===== src/rtl/nor_toggle_poller.sv =====
module nor_toggle_poller #(
  parameter int AW      = 24,
  parameter int DW      = 16,
  parameter int TW      = 16,
  parameter int TOG_BIT = 6,
  parameter int ERR_BIT = 5
) (
  input  logic          clk,
  input  logic          rst_n,
  input  logic          start,
  input  logic [AW-1:0] poll_addr,
  input  logic [TW-1:0] tmo_limit,
  output logic          rd_req,
  output logic [AW-1:0] rd_addr,
  input  logic          rd_ack,
  input  logic [DW-1:0] rd_data,
  output logic          busy,
  output logic          done,
  output logic [1:0]    result
);
  localparam logic [1:0] RES_RUN = 2'b00;
  localparam logic [1:0] RES_OK  = 2'b01;
  localparam logic [1:0] RES_ERR = 2'b10;
  localparam logic [1:0] RES_TMO = 2'b11;
  localparam int CW = TW + 1;

  typedef enum logic [2:0] {S_IDLE, S_CHK, S_RA, S_RB, S_RC, S_RD} st_t;

  st_t           st;
  logic [AW-1:0] addr_q;
  logic [TW-1:0] lim_q;
  logic [CW-1:0] elapsed;
  logic [DW-1:0] first_q;
  logic          same_tog;
  logic          expired;

  assign same_tog = first_q[TOG_BIT] == rd_data[TOG_BIT];
  assign expired  = (lim_q == '0) || (elapsed > {1'b0, lim_q});
  assign busy     = st != S_IDLE;
  assign rd_req   = (st == S_RA) || (st == S_RB) || (st == S_RC) || (st == S_RD);
  assign rd_addr  = addr_q;

  always_ff @(posedge clk or negedge rst_n) begin
    if (!rst_n) begin
      st      <= S_IDLE;
      addr_q  <= '0;
      lim_q   <= '0;
      elapsed <= '0;
      first_q <= '0;
      done    <= 1'b0;
      result  <= RES_RUN;
    end else begin
      done <= 1'b0;
      if (st != S_IDLE && elapsed != '1) elapsed <= elapsed + 1'b1;
      case (st)
        S_IDLE: if (start) begin
          addr_q  <= poll_addr;
          lim_q   <= tmo_limit;
          elapsed <= '0;
          result  <= RES_RUN;
          st      <= S_CHK;
        end
        S_CHK: begin
          if (expired) begin
            result <= RES_TMO;
            done   <= 1'b1;
            st     <= S_IDLE;
          end else begin
            st <= S_RA;
          end
        end
        S_RA: if (rd_ack) begin
          first_q <= rd_data;
          st      <= S_RB;
        end
        S_RB: if (rd_ack) begin
          if (same_tog) begin
            result <= RES_OK;
            done   <= 1'b1;
            st     <= S_IDLE;
          end else if (first_q[ERR_BIT]) begin
            st <= S_RC;
          end else begin
            st <= S_CHK;
          end
        end
        S_RC: if (rd_ack) begin
          first_q <= rd_data;
          st      <= S_RD;
        end
        S_RD: if (rd_ack) begin
          if (same_tog) begin
            result <= RES_OK;
            done   <= 1'b1;
            st     <= S_IDLE;
          end else if (first_q[ERR_BIT]) begin
            result <= RES_ERR;
            done   <= 1'b1;
            st     <= S_IDLE;
          end else begin
            st <= S_CHK;
          end
        end
        default: st <= S_IDLE;
      endcase
    end
  end
endmodule


===== config.mk =====
export PLATFORM = sky130hd
export DESIGN_NAME = nor_toggle_poller
export DESIGN_NICKNAME = d
export VERILOG_FILES = /design/src/rtl/nor_toggle_poller.sv
export SDC_FILE = /design/constraint.sdc
export NUM_CORES = 1
export LEC_CHECK = 0
export BUFFER_PORTS_ARGS = -buffer_cell sky130_fd_sc_hd__clkbuf_2
export CAP_MARGIN = 15
export CORE_MARGIN = 10
export CORE_UTILIZATION = 53
export CTS_CLUSTER_SIZE = 40
export DETAILED_ROUTE_END_ITERATION = 10
export PLACE_DENSITY = 0.85
export SKIP_CTS_REPAIR_TIMING = 1
export SLEW_MARGIN = 20
export SYNTH_ARGS = -nofsm -noshare
export SYNTH_HDL_FRONTEND = slang
export SYNTH_SLANG_ARGS = --single-unit
export TNS_END_PERCENT = 50

===== constraint.sdc =====
create_clock -name clk -period 3.2 [get_ports clk]
set_clock_uncertainty 0.05 [all_clocks]
set_input_delay 0.64 -clock clk [delete_from_list [all_inputs] [get_ports clk]]
set_output_delay 0.64 -clock clk [all_outputs]
set_load 0.02 [all_outputs]

==> flow_summary.ini <==
[outcome]
status = finished, final reports clean

[setup_path]
startpoint_type = register
rr_worst_depth = 9
end_kind = register
crit_arrival_ns = 2.73
critPathKind = register to register
required_ns = 3.36
crit_fanout = 7
r2r_setup_slack_ns = 0.63

[pwr]
leakage_nw = 1.940
finalPower_mw = 3.828
powerDensity_nw_per_um2 = 956.1
ir_drop_mv = 0.5861

[route]
wl_per_cell_um = 16.04
drt-total-wl_um = 7555
dr_total_vias = 2564
drtIter0Drc = 101
detail-route-antenna-nets = 0
drtPass1Iterations = 4
drc = 0
via_per_inst = 5.444

[floorplan]
core_um2 = 5991
die_h_um = 99.16
io_pins = 89
row_count = 28
die_w_um = 99.16
initial_core_util = 0.5543
die-area_um2 = 9832

[timing]
hold_viol = 0
period_minus_slack_ns = 2.569
post-route-period-util = 0.8029
whs_ns = 0.4248
rsz0062_at_grt = no
fmax_ghz = 0.3892
worst_slew_pin_slew_ns = 0.7901
relSlewSlack = 0.4733
setup_viol = 0
timing.setup.tns_ns = 0
worst_slack_ns = 0.6307
finalMaxSlewViolations = 0

[logic_synthesis]
yosysWarnings = 0
syn-num-nets = 395
async_flop_share = 1.000
yosysUniqueCellTypes = 43
seq_area_frac_synth = 0.4898
synth-main-ff-cell = dfrtp_1
syn_avg_cell_area_um2 = 10.54
netlist_area_um2 = 3321
syn_inst = 315
synth-seq-cells = 65
synth_edf_count = 0

[global_route]
antenna_found_initial = 0
overflow = 0
grt_first_pass_wirelength_um = 12920
grt_pass1_vias = 2672
grt_max_degree = 66
track_usage = 0.1614

[finish]
final_util = 0.6683
syn2layout_area_growth_pct = 20.57
postLayoutCellArea_um2 = 4004
nNetsFinal = 471
final_cells = 471
drive_above_1_share = 0.3207
diodes = 0

[placed_design]
placedCellCount = 455
place.gp.congestion = 0.8236
dpl_cell_area_um2 = 3760
port_buffers = 74
dpl_worst_slack_ns = 0.6630
hpwl_um = 5447

[clock_network]
htreeDepth = 3
numCtsBuffers = 9
cts_root_buf = clkbuf_8
path_clk_slew_ns = 0.07
clock_path_buffers = 2
cts_tree = built
cts.sinks = 65
clock_latency_ns = 0.34

[hold_path]
hp-class = input port to async pin

[run]
cap_violations = 0
cells by family (layout without fill, tap and decap cells):
family	count (synthesis)	count (layout)	synth area share
DFF	65	65	0.4898
xor gates and xnor gates	16	16	0.04220
adders and majority gates	20	20	0.07536
AOI/OAI and AO/OA	51	51	0.09269
muxes	28	28	0.09457
and+or+nand+nor	102	102	0.1654
buffers and inverters	33	114	0.03994
synthesized netlist by cell type, drive strengths merged (2+ instances only):
library cell | number | area (um^2)
mux2 | 27 | 304.0
a31oi | 2 | 18.77
nor3 | 7 | 40.04
nor4 | 7 | 65.06
nand2b | 2 | 12.51
inv | 21 | 78.83
dfrtp | 65 | 1627
xnor2 | 6 | 52.55
ha | 20 | 250.2
and4 | 4 | 35.03
nand3 | 7 | 35.03
a21oi | 13 | 65.06
xor2 | 10 | 87.58
a211oi | 2 | 20.02
a21o | 2 | 15.01
nand4 | 8 | 50.05
buf | 9 | 42.54
nor2b | 2 | 12.51
nand2 | 34 | 127.6
clkbuf | 3 | 11.26
nor2 | 25 | 93.84
nor4b | 2 | 32.53
o21ai | 24 | 120.1
per-layer routing:
layer,wire [um],up-vias,track usage
met5,0,-,0
met4,119,0,0.07056
met3,575,12,0.06920
met2,3734,91,0.2585
met1,3125,1205,0.1839
li1,-,1256,-
sequential cells by signal (all words and copies together), names as in the netlist:
signal and count:
elapsed 17, lim_q 16, rd_addr 24, done 1, first_q 2, st 3
result 2
cells in the final DEF, fill, tap and decap left out, types with 8 or more instances in the layout:
| master | netlist | routed |
|---|---|---|
| a21oi_1 | 13 | 13 |
| clkbuf_2 | 0 | 74 |
| clkbuf_8 | 0 | 10 |
| dfrtp_1 | 65 | 65 |
| ha_1 | 20 | 20 |
| inv_1 | 21 | 21 |
| mux2_2 | 27 | 27 |
| nand2_1 | 34 | 34 |
| nand4_1 | 8 | 8 |
| nor2_1 | 25 | 25 |
| o21ai_0 | 24 | 24 |
| xor2_1 | 10 | 10 |
path summary, 6_finish.rpt:
kind | from | endpoint
max | elapsed[8] | elapsed[14]
min | rst_n | rd_addr[18]
max reg2reg | elapsed[8] | elapsed[14]
min reg2reg | result[0] | result[0]
max in group asynchronous | rst_n | rd_addr[2]
min in group clk | result[0] | result[0]
where the power goes:
| group | switching, mW | internal, mW |
|---|---|---|
| sequential | 0.264 | 1.14 |
| combinational | 0.926 | 0.643 |
| clock | 0.316 | 0.538 |
final cells by class:
| class | instances | area, um^2 |
|---|---|---|
| repair buffers | 77 | 392.9 |
| fillers | 462 | 1987 |
| inverters | 21 | 78.83 |
| clock inverters | 5 | 102.6 |
| multi-input cells | 217 | 1568 |
| clock buffers | 11 | 141.4 |
| flip-flops and latches | 65 | 1627 |
| well taps | 75 | 93.84 |
critical path: stages (launching register included):
cell     delay [ns]
dfrtp_1        0.45
and4_1         0.27
nand4_1        0.13
nor3_1         0.07
and4_1         0.20
ha_1           0.27
nor4_1         0.55
nor2b_1        0.23
xnor2_1        0.14
nor2_1         0.07
No activity file was read; power rests on OpenSTA's default activity.
